**src/rtl/ecc_seq_pkg.sv**
```systemverilog
package ecc_seq_pkg;

    localparam int CODE_W_MAX = 5;
    localparam int N_PHASES   = 4;

    typedef enum logic [1:0] {
        PH_IDLE = 2'd0,
        PH_ARM  = 2'd1,
        PH_RUN  = 2'd2,
        PH_DONE = 2'd3
    } phase_e;

    typedef enum logic [1:0] {
        CL_EXACT = 2'd0,
        CL_NEAR  = 2'd1,
        CL_BAD   = 2'd2
    } class_e;

    typedef struct packed {
        phase_e phase;
        class_e kind;
    } decode_t;

    // Redundant codes; distance 3 when correcting, even parity when detecting.
    function automatic logic [CODE_W_MAX-1:0] code_of(input logic correct, input phase_e p);
        logic [CODE_W_MAX-1:0] c;
        if (correct) begin
            case (p)
                PH_IDLE: c = 5'b00000;
                PH_ARM:  c = 5'b00111;
                PH_RUN:  c = 5'b11001;
                default: c = 5'b11110;
            endcase
        end else begin
            case (p)
                PH_IDLE: c = 5'b00000;
                PH_ARM:  c = 5'b00011;
                PH_RUN:  c = 5'b00101;
                default: c = 5'b00110;
            endcase
        end
        return c;
    endfunction

    function automatic int unsigned bit_distance(input logic [CODE_W_MAX-1:0] a,
                                                 input logic [CODE_W_MAX-1:0] b);
        int unsigned d;
        d = 0;
        for (int k = 0; k < CODE_W_MAX; k++) begin
            if (a[k] != b[k]) d++;
        end
        return d;
    endfunction

    function automatic decode_t classify(input logic correct, input logic [CODE_W_MAX-1:0] code);
        decode_t r;
        int unsigned d;
        r.phase = PH_IDLE;
        r.kind  = CL_BAD;
        for (int i = 0; i < N_PHASES; i++) begin
            d = bit_distance(code, code_of(correct, phase_e'(i[1:0])));
            if (d == 0) begin
                r.phase = phase_e'(i[1:0]);
                r.kind  = CL_EXACT;
            end else if (correct && d == 1 && r.kind == CL_BAD) begin
                r.phase = phase_e'(i[1:0]);
                r.kind  = CL_NEAR;
            end
        end
        return r;
    endfunction

    function automatic phase_e step(input phase_e cur, input logic go,
                                    input logic stop, input logic expired);
        phase_e n;
        case (cur)
            PH_IDLE: n = go ? PH_ARM : PH_IDLE;
            PH_ARM:  n = stop ? PH_IDLE : PH_RUN;
            PH_RUN:  n = stop ? PH_IDLE : (expired ? PH_DONE : PH_RUN);
            default: n = PH_IDLE;
        endcase
        return n;
    endfunction

endpackage

```
**src/rtl/ecc_seq_decoder.sv**
```systemverilog
module ecc_seq_decoder
    import ecc_seq_pkg::*;
#(
    parameter bit CORRECT = 1'b1,
    parameter int W       = 5
) (
    input  logic [W-1:0] code,
    output phase_e       phase,
    output class_e       kind
);

    logic [CODE_W_MAX-1:0] wide;
    decode_t               dec;

    always_comb begin
        wide         = '0;
        wide[W-1:0]  = code;
        dec          = classify(CORRECT, wide);
    end

    assign phase = dec.phase;
    assign kind  = dec.kind;

endmodule

```
**src/rtl/ecc_seq_timer.sv**
```systemverilog
module ecc_seq_timer #(
    parameter int RUN_LEN = 4
) (
    input  logic clk,
    input  logic rst,
    input  logic running,
    output logic expired
);

    localparam int            CW   = $clog2(RUN_LEN + 1);
    localparam logic [CW-1:0] LAST = CW'(RUN_LEN - 1);
    localparam logic [CW-1:0] CAP  = CW'(RUN_LEN);

    logic [CW-1:0] cnt;

    always_ff @(posedge clk) begin
        if (rst || !running) begin
            cnt <= '0;
        end else if (cnt < CAP) begin
            cnt <= cnt + 1'b1;
        end
    end

    // Greater-or-equal so an upset past the limit still terminates the run.
    assign expired = running && (cnt >= LAST);

endmodule

```
**src/rtl/ecc_seq_state_reg.sv**
```systemverilog
module ecc_seq_state_reg
    import ecc_seq_pkg::*;
#(
    parameter bit CORRECT = 1'b1,
    parameter int W       = 5
) (
    input  logic         clk,
    input  logic         rst,
    input  phase_e       nxt,
    input  logic [W-1:0] flip,
    output logic [W-1:0] code
);

    localparam logic [CODE_W_MAX-1:0] RST_CODE = code_of(CORRECT, PH_IDLE);

    logic [CODE_W_MAX-1:0] enc;

    always_comb enc = code_of(CORRECT, nxt);

    // Clean code is always rewritten, which scrubs any repaired upset.
    always_ff @(posedge clk) begin
        if (rst) begin
            code <= RST_CODE[W-1:0];
        end else begin
            code <= enc[W-1:0] ^ flip;
        end
    end

endmodule

```
**src/rtl/ecc_sequencer.sv**
```systemverilog
module ecc_sequencer
    import ecc_seq_pkg::*;
#(
    parameter bit  CORRECT = 1'b1,
    parameter int  RUN_LEN = 4,
    localparam int W       = CORRECT ? 5 : 3
) (
    input  logic         clk,
    input  logic         rst,
    input  logic         start,
    input  logic         abort,
    input  logic [W-1:0] fault_mask,
    output logic [1:0]   phase,
    output logic         busy,
    output logic         done,
    output logic         corrected,
    output logic         error
);

    logic [W-1:0] sreg;
    phase_e       eff;
    class_e       kind;
    phase_e       nxt;
    logic         expired;

    ecc_seq_decoder #(.CORRECT(CORRECT), .W(W)) u_dec (
        .code  (sreg),
        .phase (eff),
        .kind  (kind)
    );

    ecc_seq_timer #(.RUN_LEN(RUN_LEN)) u_timer (
        .clk     (clk),
        .rst     (rst),
        .running (eff == PH_RUN),
        .expired (expired)
    );

    always_comb nxt = step(eff, start, abort, expired);

    ecc_seq_state_reg #(.CORRECT(CORRECT), .W(W)) u_sreg (
        .clk  (clk),
        .rst  (rst),
        .nxt  (nxt),
        .flip (fault_mask),
        .code (sreg)
    );

    assign phase     = eff;
    assign busy      = (eff == PH_ARM) || (eff == PH_RUN);
    assign done      = (eff == PH_DONE);
    assign corrected = (kind == CL_NEAR);
    assign error     = (kind == CL_BAD);

endmodule

```
**config.mk**
```make
export PLATFORM = sky130hd
export DESIGN_NAME = ecc_sequencer
export DESIGN_NICKNAME = d
export VERILOG_FILES = /design/src/rtl/ecc_seq_pkg.sv /design/src/rtl/ecc_seq_decoder.sv /design/src/rtl/ecc_seq_timer.sv /design/src/rtl/ecc_seq_state_reg.sv /design/src/rtl/ecc_sequencer.sv
export SDC_FILE = /design/constraint.sdc
export NUM_CORES = 1
export LEC_CHECK = 0
export CELL_PAD_IN_SITES_DETAIL_PLACEMENT = 1
export CELL_PAD_IN_SITES_GLOBAL_PLACEMENT = 2
export CORE_ASPECT_RATIO = 1.1
export CORE_MARGIN = 8
export CORE_UTILIZATION = 33
export CTS_CLUSTER_SIZE = 14
export DETAILED_ROUTE_END_ITERATION = 8
export GPL_TIMING_DRIVEN = 0
export PLACE_DENSITY = 0.85
export SLEW_MARGIN = 20
export SYNTH_ARGS = -nofsm -noshare
export SYNTH_HDL_FRONTEND = slang
export SYNTH_SLANG_ARGS = --single-unit
```
**constraint.sdc**
```tcl
create_clock -name clk -period 6 [get_ports clk]
set_input_delay 0.6 -clock clk [delete_from_list [all_inputs] [get_ports clk]]
set_output_delay 0.6 -clock clk [all_outputs]
set_load 0.1 [all_outputs]
```
==> results of run 1 <==
[synthesized netlist by cell type (2+ instances only)]
library cell,instances
and3_1,2
nor3_1,5
o211ai_1,4
nand3_1,3
nand2_1,11
o32ai_1,2
o21a_1,4
nand3b_1,2
xor2_1,8
and2_1,4
xnor2_1,6
clkbuf_1,4
mux2i_1,4
dfxtp_1,8
o21ai_0,5
nor3b_1,2
inv_1,13
nand2b_1,7
nor2_1,14
a21oi_1,4
ha_1,22
a211oi_1,2
[kinds of logic (layout without fill, tap and decap cells)]
logic type / Yosys count / after routing / share of synthesized area (%)
simple gates: 62 / 62 / 25.94
flops: 8 / 8 / 12.39
mux: 5 / 5 / 3.969
buf+inv: 20 / 37 / 6.098
compound gates: 31 / 31 / 17.43
xor+xnor: 16 / 16 / 12.88
fa+ha+maj: 22 / 22 / 21.30
[metal layers]
metal | up-vias | part of all wire [%] | track usage, %
li1 | 617 | - | -
met1 | 608 | 40 | 11.13
met2 | 10 | 59 | 25.41
met3 | 3 | 0.77 | 1.099
met4 | 0 | 0.98 | 3.462
met5 | - | 0 | 0
[critical path, stage by stage (launching register included)]
cell and delay, ns:
dfxtp_1 0.38, inv_1 0.10, ha_1 0.34, xor2_2 0.41, inv_1 0.09, ha_1 0.32
nand2b_1 0.17, o21a_1 0.12, ha_1 0.29, nor3b_1 0.05, and3_1 0.20, or3_1 0.42
o311ai_1 0.31, o311a_1 0.30, clkdlybuf4s50_1 1.16
[flip-flops by register name (all words and copies together), names as in the netlist]
register / flops
u_sreg.code: 5
u_timer.cnt: 3
[worst paths after layout]
check / from / to / slack, ns / cells past startpoint
setup / recovery: u_sreg.code[0] / phase[1] / 0.50 / 14
hold / removal: u_timer.cnt[0] / u_timer.cnt[0] / 0.55 / 2
setup reg to reg: u_sreg.code[0] / u_sreg.code[4] / 0.83 / 22
hold reg to reg: u_timer.cnt[0] / u_timer.cnt[0] / 0.55 / 2
[stage by stage]
| stage | hold WS, ns | area [um2] | std cells | setup WS, ns | utilization, % |
|---|---|---|---|---|---|
| 6_report | 0.5525 | 1556 | 233 | 0.5032 | 40.18 |
| 5_1_grt | 0.5931 | 1556 | 233 | 0.1926 | 40.18 |
| 4_1_cts | 0.5553 | 1551 | 233 | 0.1209 | 40.05 |
| 3_5_place_dp | 0.5411 | 1510 | 230 | 0.3619 | 38.99 |
| 3_3_place_gp | 0.5065 | 1510 | 230 | 0.5803 | 38.99 |
| 2_1_floorplan | 0.4913 | 1305 | 164 | 0.1387 | - |
[layout by cell type (no fill, tap or decap), types with 2 or more instances in the layout]
cell type,synthesis,final
a21oi_1,4,4
and2_1,4,4
and3_1,2,2
clkbuf_1,4,4
clkbuf_8,0,3
clkdlybuf4s50_1,0,12
dfxtp_1,8,8
dlymetal6s2s_1,0,2
ha_1,22,22
inv_1,13,13
mux2i_1,4,4
nand2_1,11,11
nand2b_1,7,7
nand3_1,3,3
nand3b_1,2,2
nor2_1,14,14
nor3_1,5,5
nor3b_1,2,2
o211ai_1,4,4
o21a_1,4,4
o21ai_0,5,5
o32ai_1,2,2
xnor2_1,6,6
xor2_1,8,8
[cell type report]
| type | instances | share of cell area, % |
|---|---|---|
| Multi-Input combinational cell | 136 | 68.49 |
| Sequential cell | 8 | 10.29 |
| Timing Repair Buffer | 14 | 9.325 |
| Tap cell | 52 | 4.180 |
| Inverter | 14 | 3.537 |
| Clock buffer | 3 | 2.653 |
| Buffer | 6 | 1.527 |
==> impl_metrics.toml, run 1 <==
[timing]
final-setup-viol-count = 0
maxSlewViolCount = 0
finalHoldViolations = 0
worst_slew_pin_slew_ns = 0.9957
timing.final.crit_share_pct = 91.61
relSlewSlack_pct = 33.41
fin_tns_setup_ns = 0
min_period_ns = 5.497
rsz0062_at_grt = "no"
fmax_mhz = 181.9
finClkSkew_ns = 0.005160

[clocking]
clk_latency_ns = 0.23
ctsRootBufferMaster = "clkbuf_8"
clk_pin_slew_ns = 0.04
cts_tree = "yes"
cts_made_buffers = 3
cts_num_sinks = 8
cts_resized = 0
cts_max_level = 1
cts_setup_buffers = 0
cts_hold_buffers = 0
cts_buffer_depth = 2

[detailed_routing]
wl_um = 3362
vias = 1238
ant_nets = 0
viasPerCell = 5.313
first_pass_iters = 4
drcViolationCount = 0
wl_per_cell_um = 14.43
drtIter0Drc = 32

[global_routing]
grt_antenna_before_repair = 0
grt_util_all_layers_pct = 11.88
grt_max_degree = 11
grt_pass1_wl_um = 5809
first_global_vias = 1422
overflow = 0

[synth]
ys_ff_latch = 8
synth-edff-count = 0
synth.top_cell.area_share_pct = 21.30
yosys-top-cells-area = "ha_1 (21%), dfxtp_1 (12%), xor2_1 (5.4%), nor2_1 (4.1%), xnor2_1 (4.1%)"
netlist_area_mm2 = 0.001292
synth_area_leader_cell = "ha_1"
synth_nets = 195
ys_async_sr_fraction_pct = 0
ys.flop_type = "dfxtp_1"
syn_inst = 164
ys_seq_area_share_pct = 12.39
synth.distinct_cells = 50
syn_avg_cell_area_um2 = 7.881
yosys_warnings = 0

[critical_path]
crit_fanout = 7
arrival_ns = 4.90
crit_path_end_kind = "output pin"
cp_data_required_time_ns = 5.40
cp-start-kind = "flop"
criticalPathCategory = "reg -> out"

[flow_run]
cap_violations = 0

[die]
die_height_um = 81.64
die_w_um = 75.67
num_io_pins = 15
dieArea_mm2 = 0.006177
rows = 24
start_util_pct = 33.37
core_mm2 = 0.003874

[place]
numPortBuffers = 14
place_congestion = 0.7710
hpwlAfterDp_um = 2928

[cells_and_area]
fillers = 474
drive_gt1_share_pct = 5.525
nNetsFinal = 214
antennaDiodeCount = 0
multi_input_area_mm2 = 0.001066
regArea_um2 = 160.2
area_delta_synth_final_pct = 20.43

[run_status]
outcome = "finished, final reports clean"

[worst_hold_path]
hold_path_class = "reg -> reg"
Power of run 1 is not shown: default switching activity piles up to over one toggle a cycle in this logic, so the estimate is an artifact.
==> run 2: changes to the inputs <==
ABC_AREA = 1   (was unset)
CORE_UTILIZATION = 30   (was 33)
==> impl_metrics.toml, run 2 <==
[run_status]
outcome = "finished, final reports clean"

[die]
core_mm2 = 0.003994
start_util_pct = 31.48
num_io_pins = 15
die_height_um = 83.90
dieArea_mm2 = 0.006522
die_w_um = 77.73
rows = 24

[detailed_routing]
drtIter0Drc = 31
viasPerCell = 4.665
vias = 1269
drcViolationCount = 0
ant_nets = 0
first_pass_iters = 3
wl_per_cell_um = 11.04
wl_um = 3003

[global_routing]
grt_max_degree = 11
grt_util_all_layers_pct = 10.34
grt_antenna_before_repair = 0
first_global_vias = 1325
overflow = 0
grt_pass1_wl_um = 5699

[cells_and_area]
drive_gt1_share_pct = 12.73
largest_reg_flops = 5
top_regs = "u_sreg.code x5, u_timer.cnt x3"
nNetsFinal = 253
top_register = "u_sreg.code"
layout_commonest_cell = "nand2_1"
area_delta_synth_final_pct = 19.60
antennaDiodeCount = 0
mostFrequentLayoutCells = "nand2_1 (67), inv_1 (22), ha_1 (22)"
final_cells = 272
fillers = 538

[synth]
syn_inst = 203
synthSimpleGateAreaFrac_pct = 43.48
yosys-top-cells-area = "ha_1 (22%), nand2_1 (20%), dfxtp_1 (13%), nand3_1 (8.4%), inv_1 (6.6%)"
ys_async_sr_fraction_pct = 0
synth_area_leader_cell = "ha_1"
synth.distinct_cells = 25
synth_adder_area_share_pct = 21.89
ys_seq_area_share_pct = 12.74
synth_commonest_cells = "nand2_1 (67), ha_1 (22), inv_1 (22)"
synth.top_cell.area_share_pct = 21.89
synthMuxAreaShare_pct = 0
synth_nets = 234
synth_compound_area_share_pct = 9.751
ys.flop_type = "dfxtp_1"
netlist_area_mm2 = 0.001257
synth_top_family_by_area = "simple AND/OR/NAND/NOR gates"
yosys.area_share.xor_xnor_pct = 2.090
yosys_warnings = 0
syn_avg_cell_area_um2 = 6.194
synthMostInstantiatedCell = "nand2_1"
synth-edff-count = 0
ys_ff_latch = 8

[timing]
fmax_mhz = 191.0
finalHoldViolations = 0
timing.final.crit_share_pct = 87.26
rsz0062_at_grt = "no"
finClkSkew_ns = 0.002276
maxSlewViolCount = 0
fin_tns_setup_ns = 0
relSlewSlack_pct = 34.39
worst_slew_pin_slew_ns = 0.9811
min_period_ns = 5.236
final-setup-viol-count = 0

[clocking]
cts_setup_buffers = 0
clk_latency_ns = 0.23
cts_tree = "yes"
cts_buffer_depth = 2
cts_num_sinks = 8
ctsRootBufferMaster = "clkbuf_8"
cts_resized = 0
cts_made_buffers = 3
cts_hold_buffers = 0
clk_pin_slew_ns = 0.04
cts_max_level = 1

[place]
numPortBuffers = 14
hpwlAfterDp_um = 2591
place_congestion = 0.7437
dpl.cell_count = 269

[critical_path]
crit_fanout = 5
criticalPathCategory = "reg -> out"
path_cells = "inv_1, ha_1, inv_2, nand2_2, nand2_1, inv_1, ha_1, or2_1, nand2_1, inv_2, ha_1, o21ai_0, nand2_1, nor2_2, nand2_4, nand2_1, inv_1, ha_1, inv_1, clkdlybuf4s50_1"
crit_path_end_kind = "output pin"
cp_data_required_time_ns = 5.40
arrival_ns = 4.64
cp-start-kind = "flop"
slowest_delay_ns = 1.13
cpMaxStageDelayCell = "clkdlybuf4s50_1"

[flow_run]
cap_violations = 0

[worst_hold_path]
hold_path_class = "reg -> reg"
run 2: cell count changes in the layout (fill, tap and decap cells not counted), sizes merged, moves of 5 or more:
cell / change
nand2b: -7
nor3: -5
o21ai: +6
xnor2: -7
nand3: +22
inv: +13
xor2: -6
nand2: +66
run 2: cell families (layout without fill, tap and decap cells):
family                     Yosys count  count (layout)
adders and majority gates           22              22
xor gates and xnor gates             3               3
DFF                                  8               8
buffers and inverters               30              47
AOI/OAI and AO/OA                   22              22
and+or+nand+nor                    118             118
run 2: through the flow:
stage / worst slack [ns] / util, % / hold WS, ns / area [um2]
after floorplan: 0.7444 / - / 0.4604 / 1257
after global placement: 1.018 / 36.62 / 0.4773 / 1463
after detailed placement: 0.9455 / 36.62 / 0.4790 / 1463
after CTS: 0.7049 / 37.66 / 0.4853 / 1504
after global routing: 0.4363 / 37.66 / 0.5052 / 1504
final: 0.7642 / 37.66 / 0.4823 / 1504
run 2: final timing paths:
path / from / end / slack [ns] / depth (start not counted)
max reg2reg: u_sreg.code[0] / u_sreg.code[4] / 1.71 / 24
max: u_sreg.code[0] / busy / 0.76 / 20
min: u_timer.cnt[1] / u_timer.cnt[1] / 0.48 / 2
min reg2reg: u_timer.cnt[1] / u_timer.cnt[1] / 0.48 / 2
run 2: per-layer routing:
layer	share of wire, %	up-vias	global-route usage [%]
met5	0	-	0
met4	1.7	0	4.124
met3	2.2	4	2.047
met2	49	11	18.78
met1	47	565	11.24
li1	-	689	-
run 2: worst max-delay path: cells and delay by family (launching register included):
kind / cells / cell delay (ns)
adders and majority gates: 4 / 1.20
AOI/OAI and AO/OA: 1 / 0.23
DFF: 1 / 0.38
buffers and inverters: 7 / 1.59
and+or+nand+nor: 8 / 1.02
run 2: layout make-up:
class / count / area [um2] / share of cell area, %
Inverter: 27 / 103.9 / 6.905
Buffer: 3 / 22.52 / 1.498
Sequential cell: 8 / 160.2 / 10.65
Clock buffer: 3 / 41.29 / 2.745
Tap cell: 52 / 65.06 / 4.326
Multi-Input combinational cell: 165 / 970.9 / 64.56
Timing Repair Buffer: 14 / 140.1 / 9.318
Power of run 2 is left out for the same reason.
==> run 3: changes to the inputs <==
CORE_MARGIN = 2   (was 8)
CORE_UTILIZATION = 31   (was 30)
CTS_BUF_LIST = sky130_fd_sc_hd__clkbuf_8   (was unset)
PLACE_DENSITY = 0.87   (was 0.85)
RECOVER_POWER = 100   (was unset)
==> impl_metrics.toml, run 3 (synthesis results as in run 2) <==
[run_status]
outcome = "finished, final reports clean"

[clocking]
cts_num_sinks = 8
cts_max_level = 1
ctsRootBufferMaster = "clkbuf_8"
clk_pin_slew_ns = 0.04
cts_resized = 0
clk_latency_ns = 0.23
cts_hold_buffers = 0
cts_made_buffers = 3
cts_setup_buffers = 0
cts_buffer_depth = 2
cts_tree = "yes"

[cells_and_area]
antennaDiodeCount = 0
final_cell_area_mm2 = 0.001501
nNetsFinal = 253
top_register = "u_sreg.code"
largest_reg_flops = 5
area_delta_synth_final_pct = 19.40
top_regs = "u_sreg.code x5, u_timer.cnt x3"
drive_gt1_share_pct = 11.36
layout_commonest_cell = "nand2_1"
mostFrequentLayoutCells = "nand2_1 (68), inv_1 (24), ha_1 (22)"

[place]
hpwlAfterDp_um = 2492
dpl_cell_area_mm2 = 0.001463
place_congestion = 0.7812
numPortBuffers = 14

[critical_path]
cpMostUsedCell = "inv_1"
path_cells = "inv_1, ha_1, inv_1, nand2_1, nand2_1, inv_1, ha_1, or2_1, nand2_1, inv_1, ha_1, o21ai_0, nand2_1, nor2_2, nand2_4, nand2_1, inv_1, ha_1, inv_1, dlygate4sd3_1"
cp-start-kind = "flop"
arrival_ns = 4.78
criticalPathCategory = "reg -> out"
crit_path_end_kind = "output pin"
crit_fanout = 5
cp_data_required_time_ns = 5.40
slowest_delay_ns = 1.19
cpMaxStageDelayCell = "dlygate4sd3_1"

[timing]
finClkSkew_ns = 0.002042
min_period_ns = 5.376
fin_tns_setup_ns = 0
fmax_mhz = 186.0
rsz0062_at_grt = "no"
final-setup-viol-count = 0
maxSlewViolCount = 0
fin_hold_ws_ns = 0.5147
timing.final.crit_share_pct = 89.60
finalHoldViolations = 0
relSlewSlack_pct = 34.76
worst_slew_pin_slew_ns = 0.9753

[detailed_routing]
drcViolationCount = 0
ant_nets = 0
vias = 1287
drtIter0Drc = 51
viasPerCell = 4.732
first_pass_iters = 4
wl_per_cell_um = 10.93
wl_um = 2973

[worst_hold_path]
hold_path_class = "reg -> reg"

[die]
core_mm2 = 0.003934
start_util_pct = 31.97
rows = 24
dieArea_mm2 = 0.004583
num_io_pins = 15
die_w_um = 64.73
die_height_um = 70.80

[global_routing]
grt_pass1_wl_um = 5437
first_global_vias = 1301
overflow = 0
grt_antenna_before_repair = 0
grt_max_degree = 11
grt_util_all_layers_pct = 14.47

[flow_run]
cap_violations = 0
-- run 3: worst paths after layout --
check | start | depth (start not counted) | endpoint | slack [ns]
worst max-delay path | u_sreg.code[0] | 20 | busy | 0.62
worst min-delay path | u_timer.cnt[1] | 2 | u_timer.cnt[1] | 0.51
worst min register to register | u_timer.cnt[1] | 2 | u_timer.cnt[1] | 0.51
worst max register to register | u_sreg.code[0] | 26 | u_sreg.code[3] | 1.44
-- run 3: area by class of cell --
| type | instances | area [um2] |
|---|---|---|
| Fill cell | 539 | 2432 |
| Multi-Input combinational cell | 165 | 968.4 |
| Sequential cell | 8 | 160.2 |
| Timing Repair Buffer | 14 | 140.1 |
| Inverter | 27 | 103.9 |
| Tap cell | 52 | 65.06 |
| Clock buffer | 3 | 41.29 |
| Buffer | 3 | 22.52 |
-- run 3: routing by layer --
metal	part of all wire [%]	global-route usage, %	vias to the layer above
met5	0	0	-
met4	0.71	4.255	0
met1	47	17.70	586
li1	-	-	686
met2	51	26.80	11
met3	1.2	0.9539	4
-- run 3: critical path: cells and delay by family, from the launching register on --
| kind | cells | cell delay, ns |
|---|---|---|
| buffers and inverters | 7 | 1.70 |
| adder cells (fa/ha/maj) | 4 | 1.17 |
| AND/OR/NAND/NOR | 8 | 1.09 |
| flip-flops | 1 | 0.39 |
| AO/OA/AOI/OAI | 1 | 0.21 |
-- run 3: stage by stage --
step	worst slack (ns)	std cells	util, %
final	0.6242	272	38.17
after global routing	0.2226	272	38.17
after CTS	0.7397	272	38.23
after detailed placement	0.9861	269	37.18
after global placement	1.028	269	37.18
after floorplan	0.7444	203	-
Power of run 3 is left out for the same reason.
